<file path="src/rtl/tx_in_pkg.sv">
package tx_in_pkg;
  typedef enum logic [1:0] {
    MK_NONE = 2'b00,
    MK_NEG  = 2'b01,
    MK_POS  = 2'b10,
    MK_BOTH = 2'b11
  } rail_t;
endpackage

</file>
<file path="src/rtl/tx_in_sync.sv">
module tx_in_sync #(
  parameter int          W       = 1,
  parameter int          STAGES  = 2,
  parameter logic [W-1:0] RST_VAL = '0
) (
  input  logic         clk_i,
  input  logic         rst_ni,
  input  logic [W-1:0] d_i,
  output logic [W-1:0] q_o
);
  logic [W-1:0] stg [STAGES];

  always_ff @(posedge clk_i or negedge rst_ni) begin
    if (!rst_ni) begin
      for (int i = 0; i < STAGES; i++) stg[i] <= RST_VAL;
    end else begin
      stg[0] <= d_i;
      for (int i = 1; i < STAGES; i++) stg[i] <= stg[i-1];
    end
  end

  assign q_o = stg[STAGES-1];
endmodule

</file>
<file path="src/rtl/tx_in_clk_mon.sv">
module tx_in_clk_mon #(
  parameter int IDLE_LIM = 64
) (
  input  logic clk_i,
  input  logic rst_ni,
  input  logic tclk_s_i,
  output logic clocked_o,
  output logic fall_o,
  output logic idle_low_o
);
  localparam int CW = $clog2(IDLE_LIM + 1);
  localparam logic [CW-1:0] LIM = CW'(IDLE_LIM);

  logic          tclk_q;
  logic [CW-1:0] idle_cnt;

  always_ff @(posedge clk_i or negedge rst_ni) begin
    if (!rst_ni) begin
      tclk_q   <= 1'b1;
      idle_cnt <= LIM;
    end else begin
      tclk_q <= tclk_s_i;
      if (tclk_s_i != tclk_q)   idle_cnt <= '0;
      else if (idle_cnt != LIM) idle_cnt <= idle_cnt + 1'b1;
    end
  end

  assign clocked_o  = (idle_cnt != LIM);
  assign fall_o     = tclk_q & ~tclk_s_i;
  assign idle_low_o = ~clocked_o & ~tclk_s_i;
endmodule

</file>
<file path="src/rtl/tx_in_stuck_det.sv">
module tx_in_stuck_det #(
  parameter int STUCK_LIM = 32
) (
  input  logic clk_i,
  input  logic rst_ni,
  input  logic both_i,
  output logic stuck_o
);
  localparam int CW = $clog2(STUCK_LIM + 1);
  localparam logic [CW-1:0] LIM = CW'(STUCK_LIM);

  logic [CW-1:0] cnt;

  always_ff @(posedge clk_i or negedge rst_ni) begin
    if (!rst_ni)         cnt <= '0;
    else if (!both_i)    cnt <= '0;
    else if (cnt != LIM) cnt <= cnt + 1'b1;
  end

  assign stuck_o = (cnt == LIM);
endmodule

</file>
<file path="src/rtl/tx_in_mark_gen.sv">
module tx_in_mark_gen
  import tx_in_pkg::*;
#(
  parameter int HALF = 8
) (
  input  logic  clk_i,
  input  logic  rst_ni,
  input  logic  ev_i,
  input  rail_t rail_i,
  input  logic  block_i,
  output logic  pos_o,
  output logic  neg_o,
  output logic  err_o
);
  localparam int CW = $clog2(HALF + 1);
  localparam logic [CW-1:0] LEN = CW'(HALF);

  logic [CW-1:0] cnt;
  rail_t         pol;
  logic          err_q;

  always_ff @(posedge clk_i or negedge rst_ni) begin
    if (!rst_ni) begin
      cnt   <= '0;
      pol   <= MK_NONE;
      err_q <= 1'b0;
    end else begin
      err_q <= ev_i && (rail_i == MK_BOTH) && !block_i;
      if (ev_i && (rail_i == MK_POS || rail_i == MK_NEG)) begin
        cnt <= LEN;
        pol <= rail_i;
      end else if (cnt != '0) begin
        cnt <= cnt - 1'b1;
      end
    end
  end

  assign pos_o = (cnt != '0) && (pol == MK_POS);
  assign neg_o = (cnt != '0) && (pol == MK_NEG);
  assign err_o = err_q;
endmodule

</file>
<file path="src/rtl/tx_in_iface.sv">
module tx_in_iface
  import tx_in_pkg::*;
#(
  parameter int UI_CYC = 16,
  parameter int SYNC_STAGES = 2
) (
  input  logic clk_i,
  input  logic rst_ni,
  input  logic tx_clk_i,
  input  logic tx_pos_i,
  input  logic tx_neg_i,
  input  logic rx_pos_i,
  input  logic rx_neg_i,
  input  logic lloop_i,
  input  logic rloop_i,
  output logic mark_pos_o,
  output logic mark_neg_o,
  output logic err_o,
  output logic drv_en_o,
  output logic out_en_o,
  output logic clocked_o,
  output logic loc_lpbk_o
);
  localparam int HALF      = UI_CYC / 2;
  localparam int IDLE_LIM  = 4 * UI_CYC;
  localparam int STUCK_LIM = 2 * UI_CYC;

  logic       clk_s;
  logic [5:0] bus_s;
  logic [1:0] tx_s, rx_s;
  logic       lloop_s, rloop_s;

  tx_in_sync #(.W(1), .STAGES(SYNC_STAGES), .RST_VAL(1'b1)) u_sync_clk (
    .clk_i, .rst_ni, .d_i(tx_clk_i), .q_o(clk_s)
  );
  tx_in_sync #(.W(6), .STAGES(SYNC_STAGES), .RST_VAL(6'b0)) u_sync_bus (
    .clk_i, .rst_ni,
    .d_i({lloop_i, rloop_i, rx_pos_i, rx_neg_i, tx_pos_i, tx_neg_i}),
    .q_o(bus_s)
  );
  assign {lloop_s, rloop_s, rx_s, tx_s} = bus_s;

  logic test_mode, rem_lb;
  assign test_mode = lloop_s & rloop_s;
  assign rem_lb    = rloop_s & ~lloop_s;

  logic clocked, tfall, idle_low;
  tx_in_clk_mon #(.IDLE_LIM(IDLE_LIM)) u_clk_mon (
    .clk_i, .rst_ni, .tclk_s_i(clk_s),
    .clocked_o(clocked), .fall_o(tfall), .idle_low_o(idle_low)
  );

  logic stuck;
  tx_in_stuck_det #(.STUCK_LIM(STUCK_LIM)) u_stuck (
    .clk_i, .rst_ni, .both_i(&tx_s), .stuck_o(stuck)
  );

  // remote loopback: received rails replace terminal rails, always RZ capture
  logic [1:0] src, src_q, rise;
  logic       ev, shutdown;
  assign src  = rem_lb ? rx_s : tx_s;
  assign rise = src & ~src_q;

  always_ff @(posedge clk_i or negedge rst_ni) begin
    if (!rst_ni) src_q <= 2'b00;
    else         src_q <= src;
  end

  assign ev       = (clocked && !rem_lb) ? tfall : |rise;
  assign shutdown = ~rem_lb & (stuck | idle_low);

  logic raw_pos, raw_neg, raw_err;
  tx_in_mark_gen #(.HALF(HALF)) u_mark (
    .clk_i, .rst_ni, .ev_i(ev), .rail_i(rail_t'(src)),
    .block_i(shutdown | test_mode),
    .pos_o(raw_pos), .neg_o(raw_neg), .err_o(raw_err)
  );

  assign out_en_o   = ~test_mode;
  assign drv_en_o   = ~shutdown & ~test_mode;
  assign mark_pos_o = raw_pos & drv_en_o;
  assign mark_neg_o = raw_neg & drv_en_o;
  assign err_o      = raw_err & out_en_o;
  assign clocked_o  = clocked;
  assign loc_lpbk_o = lloop_s & ~rloop_s;
endmodule

</file>
<file path="config.mk">
export PLATFORM = sky130hd
export DESIGN_NAME = tx_in_iface
export DESIGN_NICKNAME = d
export VERILOG_FILES = /design/src/rtl/tx_in_pkg.sv /design/src/rtl/tx_in_sync.sv /design/src/rtl/tx_in_clk_mon.sv /design/src/rtl/tx_in_stuck_det.sv /design/src/rtl/tx_in_mark_gen.sv /design/src/rtl/tx_in_iface.sv
export SDC_FILE = /design/constraint.sdc
export NUM_CORES = 1
export LEC_CHECK = 0
export BUFFER_PORTS_ARGS = -buffer_cell sky130_fd_sc_hd__buf_2
export CORE_ASPECT_RATIO = 1.75
export CORE_MARGIN = 2
export CORE_UTILIZATION = 30
export CTS_CLUSTER_DIAMETER = 30
export CTS_CLUSTER_SIZE = 20
export DETAILED_ROUTE_END_ITERATION = 8
export HOLD_SLACK_MARGIN = 0.08
export SLEW_MARGIN = 20
export SYNTH_ARGS = -nofsm -noshare
export SYNTH_HDL_FRONTEND = slang
export SYNTH_SLANG_ARGS = --single-unit
</file>
<file path="constraint.sdc">
create_clock -name clk_i -period 4.11 [get_ports clk_i]
set_input_delay 0.2055 -clock clk_i [delete_from_list [all_inputs] [get_ports clk_i]]
set_output_delay 0.2055 -clock clk_i [all_outputs]
set_load 0.005 [all_outputs]
</file>
## Word-level counts from Yosys, hierarchy flattened

Index checks and enable logic that the tools add are counted.

| operators by class | value |
|---|---|
| $add $sub $neg | 3 |
| equal/unequal tests | 10 |
| mux-type cells | 8 |
| bitwise gates (word level) | 21 |
| reduce and logical (&&, ||, !) cells | 14 |

Operators with widths:

| operator | number |
|---|---|
| $mux W7 | 2 |
| $mux W6 | 2 |
| $and A1 B1 Y1 | 10 |
| $mux W4 | 2 |
| $add A7 B1 Y7 const B | 1 |
| $ne A7 B7 Y1 const B | 1 |
| $not A1 Y1 | 7 |
| $add A6 B1 Y6 const B | 1 |
| $eq A2 B2 Y1 const B | 3 |
| $eq A6 B6 Y1 const B | 1 |
| $logic_and A1 B1 Y1 | 6 |
| $ne A6 B6 Y1 const B | 1 |
| $eq A2 B1 Y1 const B | 2 |
| $reduce_bool A2 Y1 | 2 |
| $reduce_bool A4 Y1 | 1 |
| $sub A4 B1 Y4 const B | 1 |
| $and A2 B2 Y2 | 1 |
| $logic_not A1 Y1 | 2 |
| $mux W2 | 1 |
| $ne A2 B2 Y1 const B | 1 |
| $not A2 Y2 | 1 |
| $or A1 B1 Y1 | 2 |
| $reduce_and A2 Y1 | 1 |
| $reduce_or A2 Y1 | 1 |
| 3 further kinds | 3 |

| storage, ports and cells | value |
|---|---|
| register bits | 37 |
| output and inout bits | 7 |
| logic and storage cells | 67 |

## Longest topological paths before layout

| depth | value |
|---|---|
| depth after elaboration | 8 |
| mapped depth | 6 |

## By module

From an unflattened synthesis, not the netlist that was laid out.

| unflattened totals | value |
|---|---|
| cells, all modules | 157 |
| area total of the unflattened synthesis | 1,739.2 um2 |

Modules (own cells, without submodules):

| module | times used | cells each | area an instance (um2) | seq. area each (um2) |
|---|---|---|---|---|
| tx_in_clk_mon | 1 | 45 | 436.7 | 202.7 |
| tx_in_mark_gen | 1 | 32 | 371.6 | 175.2 |
| tx_in_sync at u_sync_bus | 1 | 18 | 345.3 | 300.3 |
| tx_in_stuck_det | 1 | 33 | 335.3 | 150.1 |
| tx_in_iface | 1 | 27 | 197.7 | 50.0 |
| tx_in_sync at u_sync_clk | 1 | 2 | 52.6 | 52.6 |

## Worst setup path before layout

OpenSTA, ideal clock, no wires.

| timing | value |
|---|---|
| kind | register to register |
| start | register u_clk_mon.idle_cnt[0] |
| end | register u_mark.pol[0] |
| setup time | 125 ps |
| arrival time | 1,696 ps |
| data required time | 3,985 ps |
| path slack | 2,289 ps |
| cell stages (with the launch flop) | 7 |
| path buffers | 0 |
| period minus slack after synthesis | 1,821 ps |
| cells stage by stage | dfrtp_1 inv_1 ha_1 nand4bb_1 o21a_4 o311ai_4 mux2_4 |

| on the way | value |
|---|---|
| word-level cells in the longest chain between the ends | 4 |

Ends and longest elaborated chain:

| element | RTL line | text |
|---|---|---|
| from (decl) | tx_in_clk_mon.sv:15 | `logic [CW-1:0] idle_cnt;` |
| from (signal assigned) | tx_in_clk_mon.sv:24 | `else if (idle_cnt != LIM) idle_cnt <= idle_cnt + 1'b1;` |
| $ne A7 B7 Y1 | tx_in_clk_mon.sv:28 | `assign clocked_o = (idle_cnt != LIM);` |
| $logic_and A1 B1 Y1 | tx_in_iface.sv:69 | `assign ev = (clocked && !rem_lb) ? tfall : \|rise;` |
| $mux W1 | tx_in_iface.sv:69 |  |
| $logic_and A1 B1 Y1 | tx_in_mark_gen.sv:29 | `if (ev_i && (rail_i == MK_POS \|\| rail_i == MK_NEG)) begin` |
| to (signal assigned) | tx_in_mark_gen.sv:31 | `pol <= rail_i;` |
| to (decl) | tx_in_mark_gen.sv:19 | `rail_t pol;` |

Every way passes these cells.
A chain may end at the register's enable or synchronous reset.

## Final worst setup path

| timing | value |
|---|---|
| start | register u_clk_mon.idle_cnt[0] |
| end | output mark_neg_o |

| on the way | value |
|---|---|
| word-level cells in the longest chain between the ends | 8 |

Ends and longest elaborated chain:

| element | RTL line | text |
|---|---|---|
| $ne A7 B7 Y1 | tx_in_clk_mon.sv:28 |  |
| $not A1 Y1 | tx_in_clk_mon.sv:30 | `assign idle_low_o = ~clocked_o & ~tclk_s_i;` |
| $and A1 B1 Y1 | tx_in_clk_mon.sv:30 |  |
| $or A1 B1 Y1 | tx_in_iface.sv:70 | `assign shutdown = ~rem_lb & (stuck \| idle_low);` |
| $and A1 B1 Y1 | tx_in_iface.sv:70 |  |
| $not A1 Y1 | tx_in_iface.sv:80 | `assign drv_en_o = ~shutdown & ~test_mode;` |
| $and A1 B1 Y1 | tx_in_iface.sv:80 |  |
| $and A1 B1 Y1 | tx_in_iface.sv:82 | `assign mark_neg_o = raw_neg & drv_en_o;` |
| to (decl) | tx_in_iface.sv:17 | `output logic mark_neg_o,` |

Every way passes these cells.

==> metrics <==
starting density of the core=31.33%; ANT nets after route=0; CP cell instances=inv_1, ha_1, nand4bb_1, nor3_1, o31a_1, nor4b_1, buf_2; Critical R2R Launch=u_clk_mon.idle_cnt[0]; min Tclk post-route=2.232 ns; reg2reg path depth=6; top cells by area, synth=dfrtp_1 (50%), dfstp_2 (6.3%), ha_1 (6.0%); root buf cell=clkbuf_8; hold path start=u_sync_bus.stg[8]; cell taking the most area after synthesis=dfrtp_1; syn_area_per_cell=11.69 µm²; Static Leak=0.8768 nW; arrival time of the worst setup path=2.03 ns; via count=1076; post-synthesis sequential area ratio=56.07%; min-delay worst type=flop to flop; # DRC=0; Post-DP Area=0.001819 mm²; Netlist cell types=36; crit path launch=u_clk_mon.idle_cnt[0]; DIE WIDTH=60.24 µm; vias in the first global route=1128; RSZ-0062 raised after global routing=false; I/O Pins=16; Syn Nets=159; largest stage delay on the critical path=0.37 ns; initial antenna violation count=0; worst-skew pair later-pin latency=0.29 ns; Worst EP required=3.90 ns; CP Launch Type=flop; period utilization=54.31%; post-synthesis cell count=142; port bufs=15; # nets final=187; # hold bufs at CTS=8; Syn. warnings=0; Worst Setup End Kind=output port; postcts setup bufs=0; max-cap violations=0; fraction of layout cells with a size suffix above 1=21.05%; Antenna Cells=0; PD cells=441.6 mW/mm²; Overflow after GRT=0; synthesized flop and latch total=37; Peak VDD IR=0.2158 mV; number of cell rows=35; relative max-transition margin=46.08%; Critical-path top delay cell=dfrtp_1; max-slew violations=0; final hold viol count=0; H-tree levels=2; WHS Endpoint=u_sync_bus.q_o[2]; RR Endpoint=u_mark.pol[1]; Reg clk slew, reported paths=0.08 ns; commonest non-fill, non-tap cells in the layout=dfrtp_1 (33), buf_2 (15), nand2_1 (12); CP max FO=6; Final setup viols=0; Synth top area share=49.74%; CTS tree=done; sum of negative setup slack=0 ns; clk sinks=37; wire length of the first global-routing pass=5043 µm; Max Fclk=0.4480 GHz; chip height=102.4 µm; status=finished, final reports clean; Worst Setup Path Type=flop to output port; Final Cell Area=0.001993 mm²; clk_skew=0.004859 ns; largest net degree at the start of global routing=38; DR WL/cell=11.64 µm; DPL Wire Length=2102 µm; setup slack, reg-to-reg=2.13 ns; Initial DRC Count=8; Worst-Margin Slew=0.8088 ns; Initial DRT Pass Iterations=4; RD Place Congestion=0.7242; most common cell after layout, fill and taps aside=dfrtp_1; Core Area=0.005299 mm²; WHS Path Cells=0; Total Routed Length=2853 µm; post-cts sizing count=0; post-synth design cell area=0.001660 mm²; Area Growth Syn to Fin=20.05%; cts bufs inserted=5; CTS Buffer Depth=2; die area=0.006169 mm²; vias per inst=4.392; GRT Total Usage=11.17%
kinds of logic after synthesis:
logic type / Yosys count / share of synthesized area, %
and+or+nand+nor: 58 / 20.05
DFF: 37 / 56.07
adders and majority gates: 8 / 6.029
muxes: 4 / 3.014
xor gates and xnor gates: 11 / 5.803
buffers and inverters: 12 / 2.788
AOI/OAI and AO/OA: 12 / 6.255
worst max-delay path, delay by kind of cell (launching register included):
kind,cells,cell delay [ns]
buf+inv,2,0.23
fa+ha+maj,1,0.19
compound gates,1,0.35
simple gates,3,0.59
flops,1,0.37
per-layer routing:
layer  share of wire, %  vias up  global-route usage [%]
met5                  0        -                       0
met3                2.6        6                   2.658
li1                   -      529                       -
met1                 39      526                   10.73
met4                2.7        0                   6.154
met2                 56       15                   20.74
registers in the layout (all words and copies together), names as in the netlist, 2 cells and up:
name / cells
u_stuck.cnt: 6
u_sync_bus.stg: 6
u_clk_mon.idle_cnt: 7
u_mark.pol: 2
u_mark.cnt: 4
u_sync_bus.q_o: 6
src_q: 2
per-stage QoR:
step	total power, mW	instances	setup WS, ns	util, %	hold slack, ns
floorplan	0.5680	142	2.289	-	-0.09009
global placement	0.6190	229	2.204	34.33	0.3108
detailed placement	0.6215	229	2.139	34.33	0.3131
CTS	0.8981	245	1.835	37.62	0.3556
global route	0.9373	245	1.652	37.62	0.3611
finish	0.8802	245	1.878	37.62	0.3514
where the power goes:
group | internal (mW) | switching (mW) | total [mW]
combinational | 0.0954 | 0.0810 | 0.176
clock | 0.122 | 0.142 | 0.264
sequential | 0.407 | 0.0326 | 0.440
worst max path at each step:
stage	slack [ns]	endpoint	cells after the start
after floorplan	2.29	u_mark.pol[0]	6
after global placement	2.20	u_mark.pol[0]	6
after detailed placement	2.14	u_mark.pol[1]	6
after CTS	1.84	mark_pos_o	7
after global routing	1.65	mark_neg_o	7
final	1.88	mark_neg_o	7
cells in the mapped netlist:
master     count
nor2_1         8
or4bb_1        2
or3_1          1
and3_1         1
nor4b_1        2
or2_2          1
xnor2_1        9
xor2_1         2
o21a_4         1
and2_2         3
nor4bb_1       1
mux2_4         2
buf_2          1
and2_1         4
ha_1           8
nor3b_1        1
o311ai_4       1
mux2i_1        2
or2_0          1
o31a_1         1
a21oi_1        2
o21ai_0        4
o21ai_2        1
o211ai_1       1
nor2b_1        6
inv_1         10
nand4bb_1      1
dfstp_2        4
dfrtp_1       33
clkbuf_1       1
nor3_1         6
o21a_1         1
nand2_1       12
and4b_1        1
nand3_1        4
nand2b_1       3
cell type report:
type / count / area [µm²]
repair buffers: 23 / 155.1
clock buffers: 5 / 68.82
multi-input cells: 93 / 683.2
inverters: 10 / 37.54
well taps: 74 / 92.59
fillers: 540 / 3306
flip-flops and latches: 37 / 930.9
clock inverters: 3 / 25.02
Power figures use the tool's default switching activity.
